--- src/rtl/bhp_pkg.sv ---
package bhp_pkg;

  // Register select codes on the CPU bus
  typedef enum logic [1:0] {
    REG_STATUS = 2'd0,
    REG_DATA   = 2'd1,
    REG_RSV2   = 2'd2,
    REG_RSV3   = 2'd3
  } reg_sel_e;

  // Status word bit positions
  localparam int ST_IN_FULL = 0;
  localparam int ST_OUT_REQ = 1;

endpackage

--- src/rtl/bhp_strobe_edge.sv ---
module bhp_strobe_edge #(
  parameter bit ACTIVE_HIGH = 1'b1
) (
  input  logic clk,
  input  logic rst_n,
  input  logic stb_i,
  output logic evt_o,
  output logic act_o
);
  localparam logic IDLE_LVL = ACTIVE_HIGH ? 1'b0 : 1'b1;

  logic stb_q;

  always_ff @(posedge clk) begin
    if (!rst_n) stb_q <= IDLE_LVL;
    else        stb_q <= stb_i;
  end

  generate
    if (ACTIVE_HIGH) begin : g_high
      assign evt_o = stb_i & ~stb_q;
      assign act_o = stb_i;
    end else begin : g_low
      assign evt_o = ~stb_i & stb_q;
      assign act_o = ~stb_i;
    end
  endgenerate

  // An event lasts one cycle however long the strobe is held
  p_single_evt_r11: assert property (@(posedge clk) disable iff (!rst_n)
    evt_o |=> !evt_o);

endmodule

--- src/rtl/bhp_in_side.sv ---
module bhp_in_side #(
  parameter int DATA_W = 8
) (
  input  logic              clk,
  input  logic              rst_n,
  input  logic              stb_evt_i,
  input  logic [DATA_W-1:0] pin_i,
  input  logic              rd_take_i,
  output logic              full_o,
  output logic              rdy_o,
  output logic [DATA_W-1:0] buf_o
);
  logic              full_q, rdy_q;
  logic [DATA_W-1:0] buf_q;
  logic              capture;

  // Back-pressure: a strobe only lands when the buffer is empty
  assign capture = stb_evt_i & rdy_q;

  always_ff @(posedge clk) begin
    if (!rst_n) begin
      full_q <= 1'b0;
      rdy_q  <= 1'b0;
      buf_q  <= '0;
    end else if (capture) begin
      buf_q  <= pin_i;
      full_q <= 1'b1;
      rdy_q  <= 1'b0;
    end else if (rd_take_i) begin
      full_q <= 1'b0;
      rdy_q  <= 1'b1;
    end
  end

  assign full_o = full_q;
  assign rdy_o  = rdy_q;
  assign buf_o  = buf_q;

  p_capture_r2: assert property (@(posedge clk) disable iff (!rst_n)
    (stb_evt_i && rdy_q) |=> (full_q && !rdy_q && buf_q == $past(pin_i)));

  p_refuse_r3: assert property (@(posedge clk) disable iff (!rst_n)
    (stb_evt_i && !rdy_q) |=> (buf_q == $past(buf_q)));

  p_release_r4: assert property (@(posedge clk) disable iff (!rst_n)
    (rd_take_i && !(stb_evt_i && rdy_q)) |=> (rdy_q && !full_q));

endmodule

--- src/rtl/bhp_out_side.sv ---
module bhp_out_side #(
  parameter int DATA_W = 8
) (
  input  logic              clk,
  input  logic              rst_n,
  input  logic              stb_evt_i,
  input  logic              wr_i,
  input  logic [DATA_W-1:0] wdata_i,
  output logic              req_o,
  output logic              rdy_o,
  output logic [DATA_W-1:0] buf_o
);
  logic              req_q, rdy_q;
  logic [DATA_W-1:0] buf_q;

  always_ff @(posedge clk) begin
    if (!rst_n) begin
      req_q <= 1'b0;
      rdy_q <= 1'b0;
      buf_q <= '0;
    end else if (wr_i) begin
      buf_q <= wdata_i;
      rdy_q <= 1'b1;
      req_q <= 1'b0;
    end else if (stb_evt_i) begin
      rdy_q <= 1'b0;
      req_q <= 1'b1;
    end
  end

  assign req_o = req_q;
  assign rdy_o = rdy_q;
  assign buf_o = buf_q;

  p_load_r5: assert property (@(posedge clk) disable iff (!rst_n)
    wr_i |=> (rdy_q && !req_q && buf_q == $past(wdata_i)));

  p_ack_r6: assert property (@(posedge clk) disable iff (!rst_n)
    (stb_evt_i && !wr_i) |=> (!rdy_q && req_q));

endmodule

--- src/rtl/bidir_hs_port.sv ---
module bidir_hs_port #(
  parameter int DATA_W          = 8,
  parameter int ADDR_W          = 2,
  parameter bit STB_ACTIVE_HIGH = 1'b1
) (
  input  logic              clk,
  input  logic              rst_n,
  input  logic              cpu_sel,
  input  logic [ADDR_W-1:0] cpu_addr,
  input  logic              cpu_rd,
  input  logic              cpu_wr,
  input  logic [DATA_W-1:0] cpu_wdata,
  output logic [DATA_W-1:0] cpu_rdata,
  input  logic [DATA_W-1:0] pin_in,
  output logic [DATA_W-1:0] pin_out,
  output logic              pin_oe,
  input  logic              in_stb,
  output logic              in_rdy,
  input  logic              out_stb,
  output logic              out_rdy,
  output logic              irq
);
  import bhp_pkg::*;

  localparam logic [ADDR_W-1:0] A_STATUS = ADDR_W'(REG_STATUS);
  localparam logic [ADDR_W-1:0] A_DATA   = ADDR_W'(REG_DATA);

  logic              in_evt, in_act_unused;
  logic              out_evt, out_act;
  logic              rd_data, wr_data, rd_stat;
  logic              in_full, out_req;
  logic [DATA_W-1:0] in_buf, out_buf;
  logic [DATA_W-1:0] stat_word;

  // Bus decode
  assign rd_stat = cpu_sel & cpu_rd & (cpu_addr == A_STATUS);
  assign rd_data = cpu_sel & cpu_rd & (cpu_addr == A_DATA);
  assign wr_data = cpu_sel & cpu_wr & (cpu_addr == A_DATA);

  bhp_strobe_edge #(.ACTIVE_HIGH(STB_ACTIVE_HIGH)) u_in_edge (
    .clk   (clk),
    .rst_n (rst_n),
    .stb_i (in_stb),
    .evt_o (in_evt),
    .act_o (in_act_unused)
  );

  bhp_strobe_edge #(.ACTIVE_HIGH(STB_ACTIVE_HIGH)) u_out_edge (
    .clk   (clk),
    .rst_n (rst_n),
    .stb_i (out_stb),
    .evt_o (out_evt),
    .act_o (out_act)
  );

  bhp_in_side #(.DATA_W(DATA_W)) u_in (
    .clk       (clk),
    .rst_n     (rst_n),
    .stb_evt_i (in_evt),
    .pin_i     (pin_in),
    .rd_take_i (rd_data),
    .full_o    (in_full),
    .rdy_o     (in_rdy),
    .buf_o     (in_buf)
  );

  bhp_out_side #(.DATA_W(DATA_W)) u_out (
    .clk       (clk),
    .rst_n     (rst_n),
    .stb_evt_i (out_evt),
    .wr_i      (wr_data),
    .wdata_i   (cpu_wdata),
    .req_o     (out_req),
    .rdy_o     (out_rdy),
    .buf_o     (out_buf)
  );

  always_comb begin
    stat_word             = '0;
    stat_word[ST_IN_FULL] = in_full;
    stat_word[ST_OUT_REQ] = out_req;
  end

  always_comb begin
    cpu_rdata = '0;
    if (rd_stat)      cpu_rdata = stat_word;
    else if (rd_data) cpu_rdata = in_buf;
  end

  // Pins driven only while a valid byte waits and the peripheral is not strobing
  assign pin_out = out_buf;
  assign pin_oe  = out_rdy & ~out_act;
  assign irq     = in_full | out_req;

  // A new interrupt can only come from a peripheral strobe
  p_irq_source_r8: assert property (@(posedge clk) disable iff (!rst_n)
    $rose(irq) |-> ($past(in_evt) || $past(out_evt)));

  // Drive enable drops in the cycle the acknowledge strobe arrives
  p_oe_release_r7: assert property (@(posedge clk) disable iff (!rst_n)
    (out_evt) |-> !pin_oe);

endmodule

--- config.mk ---
export PLATFORM = sky130hd
export DESIGN_NAME = bidir_hs_port
export DESIGN_NICKNAME = d
export VERILOG_FILES = /design/src/rtl/bhp_pkg.sv /design/src/rtl/bhp_strobe_edge.sv /design/src/rtl/bhp_in_side.sv /design/src/rtl/bhp_out_side.sv /design/src/rtl/bidir_hs_port.sv
export SDC_FILE = /design/constraint.sdc
export NUM_CORES = 1
export LEC_CHECK = 0
export ABC_AREA = 1
export ABC_CLOCK_PERIOD_IN_PS = 1000
export BUFFER_PORTS_ARGS = -buffer_cell sky130_fd_sc_hd__buf_2
export CAP_MARGIN = 20
export CORE_AREA = 2 2 52 54
export CTS_BUF_LIST = sky130_fd_sc_hd__clkbuf_8
export DETAILED_ROUTE_END_ITERATION = 6
export DIE_AREA = 0 0 54 56
export PLACE_DENSITY = 0.71
export SYNTH_ARGS = -nofsm -noshare
export SYNTH_HDL_FRONTEND = slang
export SYNTH_SLANG_ARGS = --single-unit
--- constraint.sdc ---
create_clock -name clk -period 1 [get_ports clk]
set_clock_uncertainty 0.2 [all_clocks]
set_input_delay 0.2 -clock clk [delete_from_list [all_inputs] [get_ports clk]]
set_output_delay 0.2 -clock clk [all_outputs]
set_load 0.02 [all_outputs]
Yosys cells after proc, flatten, opt, wreduce, memory -nomap -nowiden
Index checks and enable logic that the tools add are counted.

operators by class
  multiplexer cells = 6
  reductions and logical operators = 5
  bitwise logic cells = 14
  equal/unequal tests = 1

operators by type and width
  operator                                                          number
  8-bit 2-to-1 mux                                                  2
  1-bit bitwise AND                                                 9
  1-bit 2-to-1 mux                                                  4
  1-bit inverter                                                    4
  2-bit nonzero test                                                2
  2-bit OR reduction                                                2
  2-bit by 1-bit == test with 1-bit output (second input constant)  1
  2-bit logical NOT                                                 1
  1-bit bitwise OR                                                  1

word-level totals
  input bits = 25
  register bits after elaboration = 22

Longest topological paths before layout
  depth in word-level cells = 4
  mapped depth = 6
  mapped depth without buffers = 6

By module
Synthesis repeated with hierarchy kept, for this count alone.

second synthesis, totals
  cells, all modules = 144
  area total of the unflattened synthesis = 985.9 µm²

modules (own cells, without submodules)
  module           cells an instance  area each (µm²)  times used
  bhp_in_side      59                 407.9            1
  bhp_out_side     42                 351.6            1
  bidir_hs_port    31                 136.4            1
  bhp_strobe_edge  6                  45.0             2

Worst setup path after synthesis
OpenSTA, ideal clock, no wires.

  path kind = register to register
  start = register u_in.rdy_q, in the netlist u_in.rdy_o
  end = register u_in.buf_q[0], in the netlist u_in.buf_o[0]
  stages on the path, launching flop included = 6
  setup time = 0.121 ns
  arrival = 0.948 ns
  required time = 0.679 ns
  path buffers = 0
  slack = -0.269 ns
  clock period less this slack = 1.269 ns
  path through = dfxtp_1 -> inv_1 -> nor2_4 -> nand2_2 -> nand2_1 -> a21oi_1

between the ends
  word-level cells in the longest chain between the ends = 1

RTL lines
  element                 line               RTL
  start, declared         bhp_in_side.sv:13  logic full_q, rdy_q;
  start signal, assigned  bhp_in_side.sv:23  rdy_q <= 1'b0;
  start signal, assigned  bhp_in_side.sv:28  rdy_q <= 1'b0;
  start signal, assigned  bhp_in_side.sv:31  rdy_q <= 1'b1;
  1-bit bitwise AND       bhp_in_side.sv:18  assign capture = stb_evt_i & rdy_q;
  end signal, assigned    bhp_in_side.sv:26  buf_q <= pin_i;
  end, declared           bhp_in_side.sv:14  logic [DATA_W-1:0] buf_q;

No other way between the ends.
A chain may end at the register's enable or synchronous reset.

Worst setup path after layout
  start = register u_in.full_q, in the netlist u_in.full_o
  end = output irq

between the ends
  word-level cells in the longest chain between the ends = 1

RTL lines
  element                 line                 RTL
  start, declared         bhp_in_side.sv:13
  start signal, assigned  bhp_in_side.sv:22    full_q <= 1'b0;
  start signal, assigned  bhp_in_side.sv:27    full_q <= 1'b1;
  start signal, assigned  bhp_in_side.sv:30    full_q <= 1'b0;
  1-bit bitwise OR        bidir_hs_port.sv:93  assign irq = in_full | out_req;
  end, declared           bidir_hs_port.sv:21  output logic irq

No other way between the ends.

==> metrics.md <==
| Metric | Value |
|---|---|
| Synth Area in Adders | `0%` |
| Area grow syn2layout | `79.39%` |
| Rel. slew slack | `79.31%` |
| Run status | `finished with violations` |
| Share of layout cells above drive strength 1 | `62.69%` |
| Largest family of logic cells by synthesized area | `simple AND/OR/NAND/NOR gates` |
| Global route total overflow | `0` |
| TritonRoute pass-1 iters | `2` |
| Switching Power | `0.4771 mW` |
| Worst setup path startpoint | `u_in.full_o` |
| Routed len/inst | `12.30 um` |
| Top post-synthesis cells by area | `dfxtp_1, nand2_1, nor2_1, inv_1, a21oi_1` |
| Fmax | `738.6 MHz` |
| Via count | `1,072` |
| CP Class | `reg2out` |
| Register area | `467.9 um^2` |
| DRT iter0 DRCs | `19` |
| Final period util | `135.4%` |
| Rows | `18` |
| Post-synthesis mux area share | `0%` |
| FF-to-FF End | `u_in.buf_o[5]` |
| Core region area | `0.002432 mm^2` |
| RSZ-0062 raised after global routing | `yes` |
| First-pass GRT wire length | `4.360 mm` |
| PwrDens | `1179 mW/mm^2` |
| Largest stage delay on the critical path | `0.33 ns` |
| Clock root buffer | `clkbuf_8` |
| Slowest cell on the critical path | `dfxtp_2` |
| FFs w/ async S/R, synth | `0%` |
| Clk pwr share | `39.3%` |
| Fillers | `198` |
| Leak Pwr | `0.7997 nW` |
| Port Buf Inserts | `44` |
| # clock sinks | `22` |
| Count leader, synth | `nand2_1` |
| Max FO, Critical Path | `3` |
| DIE AREA | `0.003024 mm^2` |
| Worst-path clk slew | `0.08 ns` |
| Post-Synth Simple-Gate Area | `37.90%` |
| Worst Tran Pin Value | `0.3084 ns` |
| R2r startpoint | `u_in.rdy_o` |
| Top-area cell type share of the netlist area | `45.07%` |
| Max rail drop VDD | `890.1 uV` |
| Mapped Area | `977.2 um^2` |
| Die Ht | `56 um` |
| Failing checks | `negative hold slack, negative setup slack` |
| Count of different cell masters after synthesis | `18` |
| Warnings from Yosys | `0` |
| XOR/XNOR Fraction of Synth Area | `0%` |
| Number of cells on the critical path | `2` |
| Critical path endpoint | `irq` |
| Tmin final | `1.354 ns` |
| Mapped Cells | `138` |
| Syn nets | `163` |
| Synth Area per Inst | `7.081 um^2` |
| Leading area contributor after synthesis | `dfxtp_1` |
| Critical path, cell by cell | `or2_4 -> buf_6` |
| DRC | `0` |
| Num CTS Buffers | `3` |
| Hold/Removal Path Class | `in2reg` |
| Hold slack | `-0.01265 ns` |
| Sequential power share | `44.7%` |
| Layout Nets | `227` |
| Combinational Power Share | `16.0%` |
| Worst slack at placement | `-0.3761 ns` |
| Largest net degree at the start of global routing | `14` |
| Antenna Nets Post-Route | `0` |
| Total GRT Usage | `19.18%` |
| Crit path buffers/inverters | `1` |
| Die width | `54 um` |
| Int Power | `1.590 mW` |
| Sequential element share of the synthesized area | `45.07%` |
| Routed WL | `2.841 mm` |
| HPWL Detailed | `1.655 mm` |
| Ant diodes | `0` |
| Vias per cell | `4.641` |
| Register bit total from synthesis | `22` |
| Worst Setup End Kind | `primary output` |
| Post-synth EDFFs | `0` |
| Routability Congestion | `0.7814` |
| Ys flop type | `dfxtp_1` |
| Clock Latency Late Sink | `0.26 ns` |
| Clock Path Buffers | `2` |
| Arr. time, crit path | `0.95 ns` |
| H-tree depth | `1` |
| Ports | `45` |
| Top cells by count, synth | `nand2_1, nor2_1, dfxtp_1, inv_1` |
| Min setup slack post-route | `-0.3539 ns` |
| Initial antenna violation count | `0` |
| Vias in the first global route | `1,075` |
| Multi-input logic area | `594.3 um^2` |
| Fin. Hold Viols | `2` |
| Post-synthesis compound-gate area fraction | `5.634%` |
| Sw frac | `23.08%` |
| Initial core utilization | `40.17%` |
| Final count of negative-setup-slack endpoints | `31` |
| CTS tree | `built` |
| Critical path data required time | `0.60 ns` |
| Slew Limit Fails | `0` |
| Reg2Reg Setup Slack | `-0.21 ns` |
| Max Cap Viol | `0` |
| Crit path launch type | `flop` |
| CP top delay family | `flip-flops` |
| Reg2Reg Depth | `5` |
-- worst min-delay path by stage --
stage                        from                to  slack [ns]  cells past startpoint
after global routing        rst_n   u_in_edge.stb_q      -0.008                      3
after global placement    out_stb  u_out_edge.stb_q        0.24                      3
after CTS                 out_stb  u_out_edge.stb_q       -0.01                      3
after floorplan           out_stb  u_out_edge.stb_q        0.09                      2
final                     out_stb  u_out_edge.stb_q       -0.01                      3
after detailed placement  out_stb  u_out_edge.stb_q        0.25                      3
-- final cells by class --
cell class	count	area share, %
Timing Repair Buffer	57	27.12
Inverter	23	6.067
Clock buffer	3	2.355
Clock inverter	1	1.713
Tap cell	30	2.141
Multi-Input combinational cell	95	33.90
Sequential cell	22	26.70
-- per-stage QoR --
stage	total power [mW]	cells	utilization, %	instance area, um^2	TNS, ns
2_1_floorplan	1.077	138	-	1065	-1.526
3_3_place_gp	1.169	213	54.58	1328	-7.146
3_5_place_dp	1.178	213	54.58	1328	-7.715
4_1_cts	2.051	226	68.52	1667	-5.443
5_1_grt	2.149	231	72.07	1753	-6.789
6_report	2.067	231	72.07	1753	-5.736
-- cells by family (layout without fill, tap and decap cells) --
family | after synthesis | in the layout
AO/OA/AOI/OAI | 11 | 11
buffers and inverters | 26 | 84
flip-flops | 22 | 22
AND/OR/NAND/NOR | 79 | 84
-- placed cells by master (no fill, tap or decap), types with 4 or more instances in the layout --
| cell | instances |
|---|---|
| nor2_1 | 18 |
| inv_2 | 7 |
| nor2_4 | 12 |
| nor2_2 | 4 |
| inv_1 | 11 |
| nand2_1 | 22 |
| nand3_1 | 10 |
| dfxtp_2 | 19 |
| buf_4 | 11 |
| buf_6 | 22 |
| nand2_2 | 9 |
| a21oi_1 | 8 |
| buf_2 | 22 |
-- registers in the layout (all words and copies together) (netlist names) --
register	count
u_in_edge.stb_q	1
u_in.buf_o	8
u_out.req_o	1
u_out_edge.stb_q	1
u_in.full_o	1
u_in.rdy_o	1
u_out.rdy_o	1
u_out.buf_o	8
-- worst reg2reg max path, stage by stage, from the launching register on --
cell and delay (ns):
dfxtp_4 0.37, inv_4 0.05, nor2_4 0.21, nand2_4 0.13
nand2_2 0.09, a21oi_1 0.06
-- power by group through the flow --
| stage | clock network, mW | logic (mW) | registers (mW) |
|---|---|---|---|
| final | 0.812 | 0.331 | 0.924 |
| after global routing | 0.864 | 0.357 | 0.927 |
| after CTS | 0.822 | 0.306 | 0.924 |
| after detailed placement | 0 | 0.242 | 0.936 |
| after global placement | 0 | 0.234 | 0.935 |
| after floorplan | 0 | 0.126 | 0.951 |
-- per-layer routing --
layer	share of wire, %	GRT usage, %	wire, um
met5	0	0	0
met2	53	34.84	1497
met3	5.1	4.301	146
met4	1.6	8.214	46
met1	40	20.07	1150
-- what timing repair did --
action | in CTS | in global routing
gates cloned | 3 | 2
hold endpoints to repair | 5 | 2
endpoints found under the setup margin | 39 | 39
pin swaps | 20 | 10
buffers inserted | 7 | 4
gates resized for setup | 77 | 16
No activity file was read; power rests on OpenSTA's default activity.
